[config.mk]
export PLATFORM = sky130hd
export DESIGN_NAME = jtag_secure_tap
export DESIGN_NICKNAME = d
export VERILOG_FILES = /design/src/rtl/jtag_sec_pkg.sv /design/src/rtl/jtag_sec_fsm.sv /design/src/rtl/jtag_sec_ir.sv /design/src/rtl/jtag_sec_dr.sv /design/src/rtl/jtag_secure_tap.sv
export SDC_FILE = /design/constraint.sdc
export NUM_CORES = 1
export LEC_CHECK = 0
export BUFFER_PORTS_ARGS = -buffer_cell sky130_fd_sc_hd__buf_2
export CAP_MARGIN = 20
export CORE_MARGIN = 8
export CORE_UTILIZATION = 54
export DETAILED_ROUTE_END_ITERATION = 12
export MAX_ROUTING_LAYER = met4
export PLACE_DENSITY_LB_ADDON = 0.25
export SETUP_SLACK_MARGIN = 0.02
export SLEW_MARGIN = 10
export SYNTH_ARGS = -nofsm -noshare
export SYNTH_HDL_FRONTEND = slang
export SYNTH_SLANG_ARGS = --single-unit
[constraint.sdc]
create_clock -name tck -period 2.5 [get_ports tck]
set_clock_uncertainty 0.2 [all_clocks]
set_input_delay 0.25 -clock tck [delete_from_list [all_inputs] [get_ports tck]]
set_output_delay 0.25 -clock tck [all_outputs]
set_load 0.005 [all_outputs]
[src/rtl/jtag_sec_pkg.sv]
package jtag_sec_pkg;

  localparam int IR_W = 10;

  typedef enum logic [3:0] {
    ST_TLR, ST_RTI,
    ST_SEL_DR, ST_CAP_DR, ST_SHF_DR, ST_EX1_DR, ST_PAU_DR, ST_EX2_DR, ST_UPD_DR,
    ST_SEL_IR, ST_CAP_IR, ST_SHF_IR, ST_EX1_IR, ST_PAU_IR, ST_EX2_IR, ST_UPD_IR
  } tap_state_e;

  typedef enum logic [3:0] {
    I_BYPASS, I_IDCODE, I_USERCODE, I_ERRREAD, I_SAMPLE, I_EXTEST,
    I_HIGHZ, I_CLAMP, I_RECONFIG, I_CFGIO, I_KEYCLR, I_KEYVFY
  } instr_e;

  typedef enum logic [1:0] {DR_BYP, DR_WORD, DR_BSR} dr_sel_e;

  localparam logic [IR_W-1:0] OP_BYPASS   = '1;
  localparam logic [IR_W-1:0] OP_IDCODE   = 10'h006;
  localparam logic [IR_W-1:0] OP_USERCODE = 10'h007;
  localparam logic [IR_W-1:0] OP_ERRREAD  = 10'h017;
  localparam logic [IR_W-1:0] OP_SAMPLE   = 10'h005;
  localparam logic [IR_W-1:0] OP_EXTEST   = 10'h00F;
  localparam logic [IR_W-1:0] OP_HIGHZ    = 10'h00B;
  localparam logic [IR_W-1:0] OP_CLAMP    = 10'h00A;
  localparam logic [IR_W-1:0] OP_RECONFIG = 10'h001;
  localparam logic [IR_W-1:0] OP_CFGIO    = 10'h00D;
  localparam logic [IR_W-1:0] OP_KEYCLR   = 10'h029;
  localparam logic [IR_W-1:0] OP_KEYVFY   = 10'h013;
  localparam logic [IR_W-1:0] OP_LOCK     = 10'h1F0;
  localparam logic [IR_W-1:0] OP_UNLOCK   = 10'h331;
  localparam logic [IR_W-1:0] IR_CAPTURE  = 10'b0000000001;

  function automatic tap_state_e tap_next(tap_state_e s, logic m);
    case (s)
      ST_TLR:    return m ? ST_TLR    : ST_RTI;
      ST_RTI:    return m ? ST_SEL_DR : ST_RTI;
      ST_SEL_DR: return m ? ST_SEL_IR : ST_CAP_DR;
      ST_CAP_DR: return m ? ST_EX1_DR : ST_SHF_DR;
      ST_SHF_DR: return m ? ST_EX1_DR : ST_SHF_DR;
      ST_EX1_DR: return m ? ST_UPD_DR : ST_PAU_DR;
      ST_PAU_DR: return m ? ST_EX2_DR : ST_PAU_DR;
      ST_EX2_DR: return m ? ST_UPD_DR : ST_SHF_DR;
      ST_UPD_DR: return m ? ST_SEL_DR : ST_RTI;
      ST_SEL_IR: return m ? ST_TLR    : ST_CAP_IR;
      ST_CAP_IR: return m ? ST_EX1_IR : ST_SHF_IR;
      ST_SHF_IR: return m ? ST_EX1_IR : ST_SHF_IR;
      ST_EX1_IR: return m ? ST_UPD_IR : ST_PAU_IR;
      ST_PAU_IR: return m ? ST_EX2_IR : ST_PAU_IR;
      ST_EX2_IR: return m ? ST_UPD_IR : ST_SHF_IR;
      default:   return m ? ST_SEL_DR : ST_RTI;
    endcase
  endfunction

  function automatic logic secure_ok(instr_e i);
    return (i == I_BYPASS) || (i == I_IDCODE) || (i == I_ERRREAD) ||
           (i == I_SAMPLE) || (i == I_EXTEST);
  endfunction

  function automatic dr_sel_e dr_of(instr_e i);
    case (i)
      I_IDCODE, I_USERCODE, I_ERRREAD: return DR_WORD;
      I_SAMPLE, I_EXTEST:              return DR_BSR;
      default:                         return DR_BYP;
    endcase
  endfunction

endpackage

[src/rtl/jtag_sec_fsm.sv]
module jtag_sec_fsm
  import jtag_sec_pkg::*;
(
  input  logic       tck,
  input  logic       rst_n,
  input  logic       tms,
  output tap_state_e state
);

  always_ff @(posedge tck or negedge rst_n) begin
    if (!rst_n) state <= ST_TLR;
    else        state <= tap_next(state, tms);
  end

endmodule

[src/rtl/jtag_sec_ir.sv]
module jtag_sec_ir
  import jtag_sec_pkg::*;
(
  input  logic       tck,
  input  logic       rst_n,
  input  tap_state_e state,
  input  logic       tdi,
  input  logic       core_access,
  input  logic       status_ready,
  output logic       ir_lsb,
  output instr_e     active,
  output logic       locked,
  output logic       fresh
);

  logic [IR_W-1:0] ir_sr;
  instr_e          cand;
  instr_e          granted;
  logic            lock_set;
  logic            lock_clr;

  // shift path: capture pattern, then shift toward bit 0
  always_ff @(posedge tck or negedge rst_n) begin
    if (!rst_n) begin
      ir_sr <= IR_CAPTURE;
    end else if (state == ST_CAP_IR) begin
      ir_sr <= IR_CAPTURE;
    end else if (state == ST_SHF_IR) begin
      ir_sr <= {tdi, ir_sr[IR_W-1:1]};
    end
  end

  assign ir_lsb = ir_sr[0];

  // opcode decode; lock requests count only from the core side
  always_comb begin
    cand     = I_BYPASS;
    lock_set = 1'b0;
    lock_clr = 1'b0;
    case (ir_sr)
      OP_IDCODE:   cand = I_IDCODE;
      OP_USERCODE: cand = I_USERCODE;
      OP_ERRREAD:  cand = I_ERRREAD;
      OP_SAMPLE:   cand = I_SAMPLE;
      OP_EXTEST:   cand = I_EXTEST;
      OP_HIGHZ:    cand = I_HIGHZ;
      OP_CLAMP:    cand = I_CLAMP;
      OP_RECONFIG: cand = I_RECONFIG;
      OP_CFGIO:    cand = status_ready ? I_CFGIO : I_BYPASS;
      OP_KEYCLR:   cand = I_KEYCLR;
      OP_KEYVFY:   cand = I_KEYVFY;
      OP_LOCK:     lock_set = core_access;
      OP_UNLOCK:   lock_clr = core_access;
      default:     cand = I_BYPASS;
    endcase
  end

  assign granted = (locked && !secure_ok(cand)) ? I_BYPASS : cand;

  always_ff @(posedge tck or negedge rst_n) begin
    if (!rst_n) begin
      active <= I_IDCODE;
      locked <= 1'b0;
      fresh  <= 1'b0;
    end else begin
      fresh <= (state == ST_UPD_IR);
      if (state == ST_TLR) begin
        active <= I_IDCODE;
      end else if (state == ST_UPD_IR) begin
        active <= granted;
        if (lock_set)      locked <= 1'b1;
        else if (lock_clr) locked <= 1'b0;
      end
    end
  end

endmodule

[src/rtl/jtag_sec_dr.sv]
module jtag_sec_dr
  import jtag_sec_pkg::*;
#(
  parameter int          WORD_W     = 32,
  parameter int          BSR_LEN    = 8,
  parameter logic [31:0] IDCODE_VAL = 32'h1234_50DD
)(
  input  logic               tck,
  input  logic               rst_n,
  input  tap_state_e         state,
  input  logic               tdi,
  input  instr_e             active,
  input  logic [WORD_W-1:0]  usercode,
  input  logic [WORD_W-1:0]  err_word,
  input  logic [BSR_LEN-1:0] pin_in,
  output logic               dr_lsb,
  output logic [BSR_LEN-1:0] bsr_upd
);

  localparam logic [WORD_W-1:0] ID_WORD = WORD_W'(IDCODE_VAL);

  dr_sel_e             sel;
  logic                byp_q;
  logic [WORD_W-1:0]   word_sr;
  logic [WORD_W-1:0]   word_src;
  logic [BSR_LEN-1:0]  bsr_sr;

  assign sel = dr_of(active);

  always_comb begin
    case (active)
      I_IDCODE:   word_src = ID_WORD;
      I_USERCODE: word_src = usercode;
      default:    word_src = err_word;
    endcase
  end

  always_ff @(posedge tck or negedge rst_n) begin
    if (!rst_n) begin
      byp_q   <= 1'b0;
      word_sr <= '0;
      bsr_sr  <= '0;
      bsr_upd <= '0;
    end else begin
      case (state)
        ST_CAP_DR: begin
          case (sel)
            DR_WORD: word_sr <= word_src;
            DR_BSR:  bsr_sr  <= pin_in;
            default: byp_q   <= 1'b0;
          endcase
        end
        ST_SHF_DR: begin
          case (sel)
            DR_WORD: word_sr <= {tdi, word_sr[WORD_W-1:1]};
            DR_BSR:  bsr_sr  <= {tdi, bsr_sr[BSR_LEN-1:1]};
            default: byp_q   <= tdi;
          endcase
        end
        ST_UPD_DR: begin
          if (sel == DR_BSR) bsr_upd <= bsr_sr;
        end
        default: ;
      endcase
    end
  end

  always_comb begin
    case (sel)
      DR_WORD: dr_lsb = word_sr[0];
      DR_BSR:  dr_lsb = bsr_sr[0];
      default: dr_lsb = byp_q;
    endcase
  end

endmodule

[src/rtl/jtag_secure_tap.sv]
module jtag_secure_tap
  import jtag_sec_pkg::*;
#(
  parameter int          BSR_LEN    = 8,
  parameter logic [31:0] IDCODE_VAL = 32'h1234_50DD
)(
  input  logic               tck,
  input  logic               rst_n,
  input  logic               tms,
  input  logic               tdi,
  output logic               tdo,
  output logic               tdo_en,
  input  logic               core_access,
  input  logic               status_ready,
  input  logic [31:0]        usercode,
  input  logic [31:0]        err_word,
  input  logic [BSR_LEN-1:0] pin_in,
  output logic [BSR_LEN-1:0] bsr_drive,
  output logic               bsr_drive_en,
  output logic               highz_all,
  output logic               reconfig_stb,
  output logic               config_io_stb,
  output logic               key_clear_stb,
  output logic               key_verify_stb
);

  tap_state_e state;
  instr_e     active;
  logic       locked;
  logic       fresh;
  logic       ir_lsb;
  logic       dr_lsb;

  jtag_sec_fsm u_fsm (
    .tck   (tck),
    .rst_n (rst_n),
    .tms   (tms),
    .state (state)
  );

  jtag_sec_ir u_ir (
    .tck          (tck),
    .rst_n        (rst_n),
    .state        (state),
    .tdi          (tdi),
    .core_access  (core_access),
    .status_ready (status_ready),
    .ir_lsb       (ir_lsb),
    .active       (active),
    .locked       (locked),
    .fresh        (fresh)
  );

  jtag_sec_dr #(
    .WORD_W     (32),
    .BSR_LEN    (BSR_LEN),
    .IDCODE_VAL (IDCODE_VAL)
  ) u_dr (
    .tck      (tck),
    .rst_n    (rst_n),
    .state    (state),
    .tdi      (tdi),
    .active   (active),
    .usercode (usercode),
    .err_word (err_word),
    .pin_in   (pin_in),
    .dr_lsb   (dr_lsb),
    .bsr_upd  (bsr_drive)
  );

  // serial output retimed to the falling edge
  always_ff @(negedge tck or negedge rst_n) begin
    if (!rst_n) begin
      tdo    <= 1'b0;
      tdo_en <= 1'b0;
    end else begin
      tdo_en <= (state == ST_SHF_IR) || (state == ST_SHF_DR);
      if (state == ST_SHF_IR)      tdo <= ir_lsb;
      else if (state == ST_SHF_DR) tdo <= dr_lsb;
    end
  end

  assign highz_all      = (active == I_HIGHZ);
  assign bsr_drive_en   = (active == I_EXTEST) || (active == I_CLAMP);
  assign reconfig_stb   = fresh && (active == I_RECONFIG);
  assign config_io_stb  = fresh && (active == I_CFGIO);
  assign key_clear_stb  = fresh && (active == I_KEYCLR);
  assign key_verify_stb = fresh && (active == I_KEYVFY);

endmodule

## Word-level counts from Yosys, hierarchy flattened

Cells that the tools add are included.
Widths: inputs -> output; s select.

| storage, ports and cells | value |
|---|---|
| register bits after elaboration | 71 |
| word-level logic and storage cells | 129 |

| operators by class | value |
|---|---|
| equality and inequality tests | 50 |
| muxes and demuxes | 38 |
| bitwise logic cells | 1 |
| reductions and logical operators | 29 |

Operators by type and width:

| cell | count |
|---|---|
| $pmux 32 s2 | 2 |
| $pmux 4 s11 | 2 |
| $mux 32 | 2 |
| $eq 4x4->1 const B | 12 |
| $eq 10x4->1 const B | 4 |
| $eq 4x3->1 const B | 10 |
| $mux 4 | 8 |
| $eq 10x3->1 const B | 3 |
| $eq 10x5->1 const B | 2 |
| $eq 4x2->1 const B | 5 |
| $mux 10 | 2 |
| $mux 8 | 2 |
| $pmux 8 s2 | 1 |
| $reduce_and 3->1 | 4 |
| $mux 1 | 11 |
| $eq 10x1->1 const B | 1 |
| $eq 10x10->1 const B | 1 |
| $eq 10x6->1 const B | 1 |
| $eq 10x9->1 const B | 1 |
| $reduce_bool 2->1 | 5 |
| $eq 4x1->1 const B | 2 |
| $logic_not 4->1 | 2 |
| $ne 2x1->1 const B | 4 |
| $reduce_or 2->1 | 4 |
| other kinds (13) | 27 |

## Longest topological paths before layout

Gate-level depths: netlist of run 1.

| logic depth | value |
|---|---|
| depth after elaboration | 12 |
| mapped depth | 8 |
| mapped depth without buffers | 8 |

## By module

A second synthesis of run 1 with hierarchy kept.

| unflattened totals | value |
|---|---|
| cells, all modules | 467 |
| area total of the unflattened synthesis | 4246.6 µm² |

By module, submodules not included:

| module | times used | cells each | area each (µm²) |
|---|---|---|---|
| jtag_sec_dr | 1 | 295 | 2782.7 |
| jtag_sec_ir | 1 | 117 | 1003.5 |
| jtag_sec_fsm | 1 | 37 | 300.3 |
| jtag_secure_tap | 1 | 18 | 160.2 |

==> results of run 1 <==
[final cells by class]
class | instances | area, um^2
Multi-Input combinational cell | 297 | 1940
Clock buffer | 10 | 128
Sequential cell | 71 | 1780
Timing Repair Buffer | 131 | 773
Inverter | 10 | 37.5
Clock inverter | 6 | 93.8
Fill cell | 523 | 1920
Tap cell | 96 | 120
[cell usage in the layout, fill, tap and decap left out, types with 7 or more instances in the layout]
cell      netlist  layout
mux2_2          8       8
a21oi_1         9       9
mux2i_1         8       8
a221o_1        19      19
a22o_1          7       7
buf_2          10      93
dfrtp_1        67      66
a221oi_1       13      13
inv_1          10       8
nand2_1        56      55
o21ai_0        58      57
buf_4           0      30
nor2_1         31      27
o31ai_1        13      13
clkbuf_8        0       9
[synthesized netlist by cell type, types with 2 or more instances]
library cell	count	area [um^2]
nor2b_1	2	12.5
nor3b_1	3	22.5
o221ai_1	2	17.5
a22o_1	7	61.3
nand3b_1	3	22.5
nor2_1	31	116
nand4b_1	3	26.3
ha_1	2	25.0
o21ai_0	58	290
a21oi_1	9	45.0
o31a_1	2	17.5
a31oi_1	3	18.8
nand2_1	56	210
mux2i_1	8	80.1
a221o_1	19	190
a31o_2	2	17.5
o21a_1	2	15.0
nor4bb_1	2	20.0
dfstp_2	2	52.6
clkbuf_1	24	90.1
o31ai_1	13	97.6
inv_1	10	37.5
dfrtp_1	67	1680
nand3_1	7	35.0
o21ai_1	5	25.0
mux2_2	8	90.1
a221oi_1	13	114
and3_1	2	12.5
nor3_1	7	35.0
nor4b_1	2	17.5
dfrtn_1	2	50.1
a22o_2	2	20.0
nand2b_1	3	18.8
buf_2	10	50.1
[path summary, 6_finish.rpt]
path	end	slack [ns]	depth (start not counted)	start
setup / recovery	tdo	-0.44	7	u_ir.active[2]
hold / removal	u_ir.ir_sr[9]	0.009	2	tdi
setup reg to reg	tdo	-0.44	7	u_ir.active[2]
hold reg to reg	u_dr.word_sr[17]	0.28	2	u_dr.word_sr[17]
max in group asynchronous	tdo	0.67	2	rst_n
min in group asynchronous	u_dr.bsr_sr[6]	0.35	3	rst_n
[timing repair]
item / in CTS / in global routing
gates resized for setup: 1 / 11
endpoints found under the hold margin: 72 / 0
buffers inserted: 1 / 3
pin swaps: 0 / 5
hold buffers: 6 / 0
endpoints found under the setup margin: 4 / 5
[cell families after synthesis]
| family | Yosys count |
|---|---|
| xor gates and xnor gates | 2 |
| AOI/OAI and AO/OA | 147 |
| DFF | 71 |
| and+or+nand+nor | 130 |
| muxes | 16 |
| adders and majority gates | 2 |
| buffers and inverters | 45 |
[routing by layer]
layer | wire (um) | GRT usage (%) | vias up
met5 | 0 | - | -
met4 | 184 | 8.84 | 0
met3 | 719 | 4.91 | 14
met2 | 4960 | 33.7 | 111
met1 | 4540 | 25.7 | 1699
li1 | - | - | 1750
[stage by stage]
stage                     instances  total power, uW
after CTS                       619             5280
after global placement          596             4130
after detailed placement        596             4220
after floorplan                 413             3490
final                           621             5350
after global routing            621             5760
[report_power, final]
| group | switching (uW) | leakage (uW) | internal (uW) | total [uW] |
|---|---|---|---|---|
| sequential | 289 | 0.000894 | 1630 | 1920 |
| combinational | 1340 | 0.00132 | 1070 | 2410 |
| clock | 454 | 0.000107 | 569 | 1020 |
| total | 2090 | 0.00232 | 3270 | 5350 |
[registers in the layout, summed over array words and instances, names as in the netlist, 4 cells and up]
register / cells
u_ir.ir_sr: 10
u_fsm.state: 4
u_ir.active: 4
u_dr.bsr_upd: 8
u_dr.word_sr: 32
u_dr.bsr_sr: 8
[worst max-delay path, stage by stage (launching register included)]
cell,delay (ns)
dfrtp_1,0.45
nor2_4,0.15
o21ai_4,0.08
ha_2,0.19
a22oi_2,0.14
nor2_1,0.05
a21oi_1,0.11
o221ai_1,0.12
==> results.md, run 1 <==
- Die width: 100 um
- Library cells used by synthesis: 56
- Post-synthesis adder-cell area fraction: 0.657%
- Synth async-reset ratio: 100%
- Initial DRT Pass Iterations: 7
- CTS buffer count: 9
- Final RePlAce weighted congestion: 0.955
- Rows: 30
- H-tree depth: 3
- Leak: 0.00232 uW
- Synth-to-Final Area Change: 27.9%
- DRT Wirelength: 10400 um
- Root buffer cell: clkbuf_8
- Die height: 100 um
- Nets: 600
- Proportion of synthesized area in mux cells: 4.47%
- Kind of start point of the critical path: register
- Total grt overflow: 0
- Worst IR drop on VDD: 0.000692 V
- Register area share after synthesis: 46.7%
- DRC marker count from the first detailed-route iteration: 217
- Layout cells sized above 1: 33.0%
- DP Worst Slack: -0.428 ns
- WP data required: 1.22 ns
- Failing checks: negative setup slack
- Die area: 10000 um^2
- Crit end category: register
- Ant diodes: 0
- Mapped Cells: 413
- Top Ports: 94
- WL/cell: 16.7 um
- # setup viols final: 3
- Max clock buf depth: 2
- Largest family of logic cells by synthesized area: compound AO/OA/AOI/OAI gates
- Initial core utilization: 56.1%
- Vias: 3574
- XOR/XNOR share of the synthesized area: 0.460%
- Largest net degree at the start of global routing: 65
- Core area: 6790 um^2
- Worst-skew pair later-pin latency: 0.36 ns
- Crit Path Class: register to register
- Clk slew on worst S/H paths: 0.08 ns
- Post-route cell area: 4870 um^2
- Crit path DAT: 1.66 ns
- # DRC: 0
- Fin Setup TNS: -0.616 ns
- Antenna viol nets, final: 0
- Max-Cap Viols: 0
- Pwr dens: 1100 nW/um^2
- Hpwl dp: 7160 um
- Fin util: 71.7%
- Final hold vios: 0
- CTS tree: built
- Via density: 5.76
- Worst-margin pin slew: 0.493 ns
- Run status: finished with violations
- EDFF count, synth: 0
- Placed Area: 4510 um^2
- Most used DFF post-synth: dfrtp_1
- CP max FO: 3
- Compound-gate portion of the synthesized area: 26.7%
- First-pass GRT wire length: 16700 um
- Worst hold slack: 0.00936 ns
- Number of synthesized register bits: 71
- Slew headroom: 67.1%
- Max-slew violations: 0
- Synth Area in Simple Gates: 16.3%
- Synth Net Count: 493
- GRT Util Overall: 21.3%
- Final worst setup slack: -0.439 ns
- Vias in the first global route: 3470
- Post-Syn Area: 3810 um^2
- RSZ-0062 raised after global routing: true
- Initial antenna violation count: 0
- Tightest Hold Check Type: input port to register
- Sink Count: 71
- Ys Warns: 0
- IO Port Bufs: 93
- Avg Synthesized Cell Area: 9.22 um^2
Power figures use the tool's default switching activity.
==> inputs of run 2 (changes only) <==
--- a/config.mk
+++ b/config.mk
@@ -7,12 +7,12 @@
 export LEC_CHECK = 0
 export BUFFER_PORTS_ARGS = -buffer_cell sky130_fd_sc_hd__buf_2
 export CAP_MARGIN = 20
+export CORE_ASPECT_RATIO = 1.25
 export CORE_MARGIN = 8
 export CORE_UTILIZATION = 54
 export DETAILED_ROUTE_END_ITERATION = 12
 export MAX_ROUTING_LAYER = met4
-export PLACE_DENSITY_LB_ADDON = 0.25
-export SETUP_SLACK_MARGIN = 0.02
+export PLACE_DENSITY_LB_ADDON = 0.2
 export SLEW_MARGIN = 10
 export SYNTH_ARGS = -nofsm -noshare
 export SYNTH_HDL_FRONTEND = slang
==> results.md, run 2 (synthesis results as in run 1) <==
- Run status: finished with violations
- Failing checks: negative setup slack
- DRC marker count from the first detailed-route iteration: 168
- Layout cells sized above 1: 33.8%
- WL/cell: 17.6 um
- First-pass GRT wire length: 17400 um
- Worst IR drop on VDD: 0.000538 V
- Via density: 5.85
- Placed Area: 4520 um^2
- Register-to-Register Path Depth: 8
- Nets: 598
- Worst Min Path Start: pin_in[5]
- Initial DRT Pass Iterations: 4
- Combinational power share: 44.1%
- Die area: 10000 um^2
- Register with the most flip-flops: u_dr.word_sr
- Max clock buf depth: 2
- RR Startpoint: u_ir.active[3]
- Leak: 0.00233 uW
- Clock Power Share: 20.7%
- Root buffer cell: clkbuf_8
- Worst Hold End: u_dr.bsr_sr[5]
- Commonest non-fill, non-tap cells in the layout: buf_2, dfrtp_1, o21ai_0, nand2_1, buf_4
- GRT Util Overall: 22.0%
- Top Ports: 94
- Hold Path Stages: 3
- Final worst setup slack: -0.514 ns
- Vias: 3586
- Largest net degree at the start of global routing: 65
- Synth-to-Final Area Change: 27.8%
- # DRC: 0
- Vias in the first global route: 3593
- Worst-skew pair later-pin latency: 0.35 ns
- Final hold vios: 0
- H-tree depth: 3
- Die width: 91.1 um
- Crit Path Class: register to register
- Fin util: 70.6%
- Worst-margin pin slew: 0.709 ns
- Kind of start point of the critical path: register
- Slew headroom: 52.7%
- DP Worst Slack: -0.479 ns
- # fillers: 562
- Sink Count: 71
- Antenna viol nets, final: 0
- CP max FO: 3
- Commonest non-fill, non-tap cell in the layout: buf_2
- Post-route cell area: 4870 um^2
- Max-slew violations: 0
- CTS tree: built
- Hpwl dp: 7580 um
- CTS buffer count: 9
- Sw Share: 38.7%
- WP data required: 1.22 ns
- Tightest Hold Check Type: input port to register
- Crit path DAT: 1.74 ns
- Rows: 34
- RSZ-0062 raised after global routing: true
- Sequential Power Share: 35.1%
- Die height: 110 um
- FF-to-FF setup slack: -0.51 ns
- Total grt overflow: 0
- Final RePlAce weighted congestion: 0.918
- Crit end category: register
- Worst r2r dst: tdo
- IO Port Bufs: 93
- Initial antenna violation count: 0
- Pwr dens: 1140 nW/um^2
- Int Power: 3400 uW
- DRT Wirelength: 10800 um
- Clk slew on worst S/H paths: 0.09 ns
- Fin Setup TNS: -0.693 ns
- Top Registers: u_dr.word_sr x32, u_ir.ir_sr x10
- Max-Cap Viols: 0
- # setup viols final: 3
- Core area: 6890 um^2
- Initial core utilization: 55.3%
- Max reg flops: 32
- Sw power: 2140 uW
- Ant diodes: 0
[run 2: changes by cell type in the layout (fill, tap and decap cells not counted), sizes merged]
cell and delta:
buf +1, bufinv +1, clkbuf -1, clkinv -1, clkinvlp -1, dlygate4sd3 -3, inv +2
[run 2: worst max path at each step]
stage	startpoint	endpoint	slack (ns)	depth (start not counted)
2_1_floorplan	u_ir.active[3]	tdo	-0.37	8
3_3_place_gp	u_ir.active[3]	tdo	-0.41	8
3_5_place_dp	u_ir.active[3]	tdo	-0.48	8
4_1_cts	u_ir.active[3]	tdo	-0.50	8
5_1_grt	u_ir.active[3]	tdo	-0.57	8
6_report	u_ir.active[3]	tdo	-0.51	8
[run 2: layout make-up]
class	instances	area [um^2]	share of cell area, %
repair buffers	129	756	15.5
multi-input cells	297	1930	39.7
clock inverters	7	125	2.57
well taps	90	113	2.31
flip-flops and latches	71	1780	36.6
clock buffers	9	124	2.55
inverters	10	37.5	0.771
[run 2: repair_timing]
| item | in CTS | in global routing |
|---|---|---|
| pin swaps | 1 | 4 |
| setup buffers | 2 | 1 |
| endpoints found under the setup margin | 4 | 4 |
| resized for setup | 4 | 6 |
| hold buffers | 3 | 0 |
| endpoints found under the hold margin | 15 | 0 |
[run 2: through the flow]
stage | total power, uW | cells | hold slack [ns]
global route | 5920 | 613 | 0.00645
floorplan | 3480 | 413 | -0.246
CTS | 5500 | 612 | 0.00130
global placement | 4170 | 591 | -0.0179
detailed placement | 4290 | 591 | -0.0161
finish | 5540 | 613 | 0.00436
[run 2: power groups by stage]
stage | Clock (uW) | Sequential (uW) | Combinational (uW)
floorplan | 0 | 1870 | 1610
global placement | 0 | 1920 | 2240
detailed placement | 0 | 1950 | 2340
CTS | 1160 | 1940 | 2410
global route | 1200 | 2000 | 2720
finish | 1150 | 1950 | 2450
[run 2: routing by layer]
| metal | share of wire [%] | global-route usage [%] | up-vias |
|---|---|---|---|
| met5 | 0 | - | - |
| met4 | 1.9 | 7.27 | 0 |
| met3 | 5.6 | 5.53 | 19 |
| met2 | 52 | 38.2 | 106 |
| met1 | 40 | 24.5 | 1720 |
| li1 | - | - | 1741 |
[run 2: worst max-delay path, stage by stage (launching register included)]
cell,delay (ns)
dfrtp_1,0.42
nand2b_4,0.17
nor2_4,0.13
inv_2,0.06
ha_4,0.15
a22oi_2,0.13
nor2_2,0.07
a21oi_2,0.14
o221ai_2,0.11
==> inputs of run 3 (changes only) <==
--- a/config.mk
+++ b/config.mk
@@ -9,11 +9,13 @@
 export CAP_MARGIN = 20
 export CORE_ASPECT_RATIO = 1.25
 export CORE_MARGIN = 8
-export CORE_UTILIZATION = 54
+export CORE_UTILIZATION = 55
 export DETAILED_ROUTE_END_ITERATION = 12
+export GPL_ROUTABILITY_DRIVEN = 0
 export MAX_ROUTING_LAYER = met4
 export PLACE_DENSITY_LB_ADDON = 0.2
 export SLEW_MARGIN = 10
 export SYNTH_ARGS = -nofsm -noshare
 export SYNTH_HDL_FRONTEND = slang
+export SYNTH_HIERARCHICAL = 1
 export SYNTH_SLANG_ARGS = --single-unit
==> results.md, run 3 <==
- Top cells by area, synth: dfrtp_1, nand2_1, a221oi_1, o2bb2ai_1, a31oi_1
- Synth async-reset ratio: 100%
- Sw power: 1880 uW
- Root buffer cell: clkbuf_8
- Vias: 4138
- Synth top cells by count: dfrtp_1, nand2_1, nor2_1, o21ai_0, a31oi_1
- Leak: 0.00233 uW
- Vias in the first global route: 4109
- Commonest non-fill, non-tap cells in the layout: buf_2, dfrtp_1, nand2_1, buf_4, nor2_1
- Mapped Cells: 467
- Worst-skew pair later-pin latency: 0.34 ns
- Count leader, synth: dfrtp_1
- Initial core utilization: 55.5%
- Worst-margin pin slew: 0.859 ns
- Via density: 6.05
- CTS tree: built
- Max reg flops: 32
- Crit Path Class: register to register
- Cell count after placement: 642
- Number of synthesized register bits: 71
- Clk slew on worst S/H paths: 0.08 ns
- Top Registers: u_dr/word_sr x32, u_ir/ir_sr x10
- Sw Share: 36.4%
- Crit path DAT: 1.67 ns
- DRT Wirelength: 11900 um
- Nets: 665
- IO Port Bufs: 93
- WL/cell: 17.4 um
- CTS buffer count: 9
- Top Ports: 94
- Combinational power share: 44.7%
- Clock Power Share: 21.5%
- Worst IR drop on VDD: 0.000646 V
- Yosys top cell area share: 39.5%
- RSZ-0062 raised after global routing: true
- Crit end category: register
- H-tree depth: 3
- Largest net degree at the start of global routing: 70
- Initial DRT Pass Iterations: 5
- Post-Syn Area: 4250 um^2
- Register area share after synthesis: 41.9%
- EDFF count, synth: 0
- Fin cells: 684
- Die height: 114 um
- Sink Count: 71
- Layout cells sized above 1: 32.8%
- Register with the most flip-flops: u_dr/word_sr
- Tightest Hold Check Type: input port to asynchronous set/reset pin
- Largest area contributor in the netlist: dfrtp_1
- Antenna viol nets, final: 0
- Failing checks: negative hold slack, negative setup slack
- DRC marker count from the first detailed-route iteration: 309
- CP max FO: 3
- Initial antenna violation count: 0
- Ys Warns: 6
- Total grt overflow: 0
- DP Worst Slack: -0.468 ns
- Final hold vios: 9
- Max-slew violations: 0
- Max clock buf depth: 2
- Synth-to-Final Area Change: 28.6%
- Avg Synthesized Cell Area: 9.09 um^2
- Max-Cap Viols: 0
- Run status: finished with violations
- Core area: 7660 um^2
- Final worst setup slack: -0.444 ns
- Int Power: 3290 uW
- First-pass GRT wire length: 19800 um
- # fillers: 577
- Sequential Power Share: 33.7%
- GR Util met1: 27.5%
- # setup viols final: 4
- Library cells used by synthesis: 70
- Commonest non-fill, non-tap cell in the layout: buf_2
- Rows: 36
- GRT Util Overall: 23.4%
- Kind of start point of the critical path: register
- Grt peak-use layer: met2
- Synth Net Count: 548
- Most used DFF post-synth: dfrtp_1
- Ant diodes: 0
- Met3 Use GR: 3.87%
- Worst hold slack: -0.0185 ns
- Slew headroom: 42.8%
- Die area: 10800 um^2
- Die width: 94.6 um
- WP data required: 1.22 ns
- Grt met2 use: 38.5%
- Hpwl dp: 7840 um
- Pwr dens: 948 nW/um^2
- # DRC: 0
[run 3: cell types whose count changed after synthesis, sizes merged, moves of 6 or more]
| cell | before | now |
|---|---|---|
| a22o | 9 | 1 |
| nor4 | 0 | 16 |
| nor2b | 2 | 16 |
| o21ai | 63 | 48 |
| o31ai | 13 | 2 |
| buf | 11 | 29 |
| a221o | 19 | 0 |
| clkbuf | 24 | 13 |
| a31oi | 3 | 23 |
| mux2i | 8 | 1 |
| o2bb2ai | 0 | 19 |
| o211ai | 0 | 15 |
| a221oi | 13 | 19 |
[run 3: kinds of logic (layout without fill, tap and decap cells)]
group | after synthesis | count (layout) | share of synthesized area [%]
XOR/XNOR | 2 | 2 | 0.413
AND/OR/NAND/NOR | 170 | 170 | 22.1
buffers and inverters | 54 | 176 | 6.22
AO/OA/AOI/OAI | 158 | 158 | 26.1
multiplexers | 9 | 9 | 2.36
flip-flops | 71 | 71 | 41.9
adder cells (fa/ha/maj) | 3 | 3 | 0.884
[run 3: layout make-up]
type | count | area (um^2) | area share [%]
Multi-Input combinational cell | 342 | 2240 | 41.1
Inverter | 12 | 45.0 | 0.825
Clock inverter | 6 | 108 | 1.97
Sequential cell | 71 | 1780 | 32.7
Timing Repair Buffer | 148 | 1020 | 18.8
Clock buffer | 10 | 138 | 2.52
Tap cell | 95 | 119 | 2.18
[run 3: power groups by stage]
stage,clock [uW],sequential [uW],combinational [uW]
after CTS,1130,1740,2290
final,1120,1750,2320
after global placement,0,1740,1900
after floorplan,0,1760,1440
after detailed placement,0,1760,1990
after global routing,1190,1790,2550
[run 3: worst max-delay path: stages, from the launching register on]
cell	delay [ns]
dfrtp_1	0.43
nor2_4	0.17
o21ai_4	0.09
ha_1	0.24
a22oi_2	0.16
o21ai_1	0.07
inv_1	0.07
o221ai_2	0.09
[run 3: per-stage QoR]
stage	hold slack [ns]	util (%)	cell area, um^2	total power (uW)	setup TNS, ns
floorplan	-0.246	-	4330	3190	-0.623
global placement	0.272	63.8	4880	3640	-0.444
detailed placement	0.274	63.8	4880	3750	-0.548
CTS	0.0155	71.0	5440	5160	-0.750
global route	0.0385	71.3	5460	5530	-0.887
finish	-0.0185	71.3	5460	5180	-0.707
[run 3: routing by layer]
| metal | vias to the layer above | wire, um |
|---|---|---|
| li1 | 1979 | - |
| met1 | 1980 | 4670 |
| met2 | 153 | 6090 |
| met3 | 26 | 885 |
| met4 | 0 | 288 |
| met5 | - | 0 |
[run 3: timing repair]
| action | CTS | global route |
|---|---|---|
| hold buffers | 9 | 0 |
| pin swaps | 6 | 2 |
| endpoints found under the hold margin | 9 | 0 |
| endpoints found under the setup margin | 4 | 30 |
| resized for setup | 14 | 2 |
| cloned | 2 | 0 |
| setup buffers | 13 | 4 |
[run 3: path summary, 6_finish.rpt]
check                                 start               end  slack [ns]  depth (start not counted)
min in group tck               err_word[24]  u_dr/word_sr[24]        0.01                          3
min                                   rst_n   u_dr/word_sr[4]       -0.02                          2
min reg2reg                u_dr/word_sr[10]  u_dr/word_sr[10]        0.29                          1
max                          u_ir/active[2]               tdo       -0.44                          7
max in group asynchronous             rst_n               tdo        1.29                          1
max reg2reg                  u_ir/active[2]               tdo       -0.44                          7
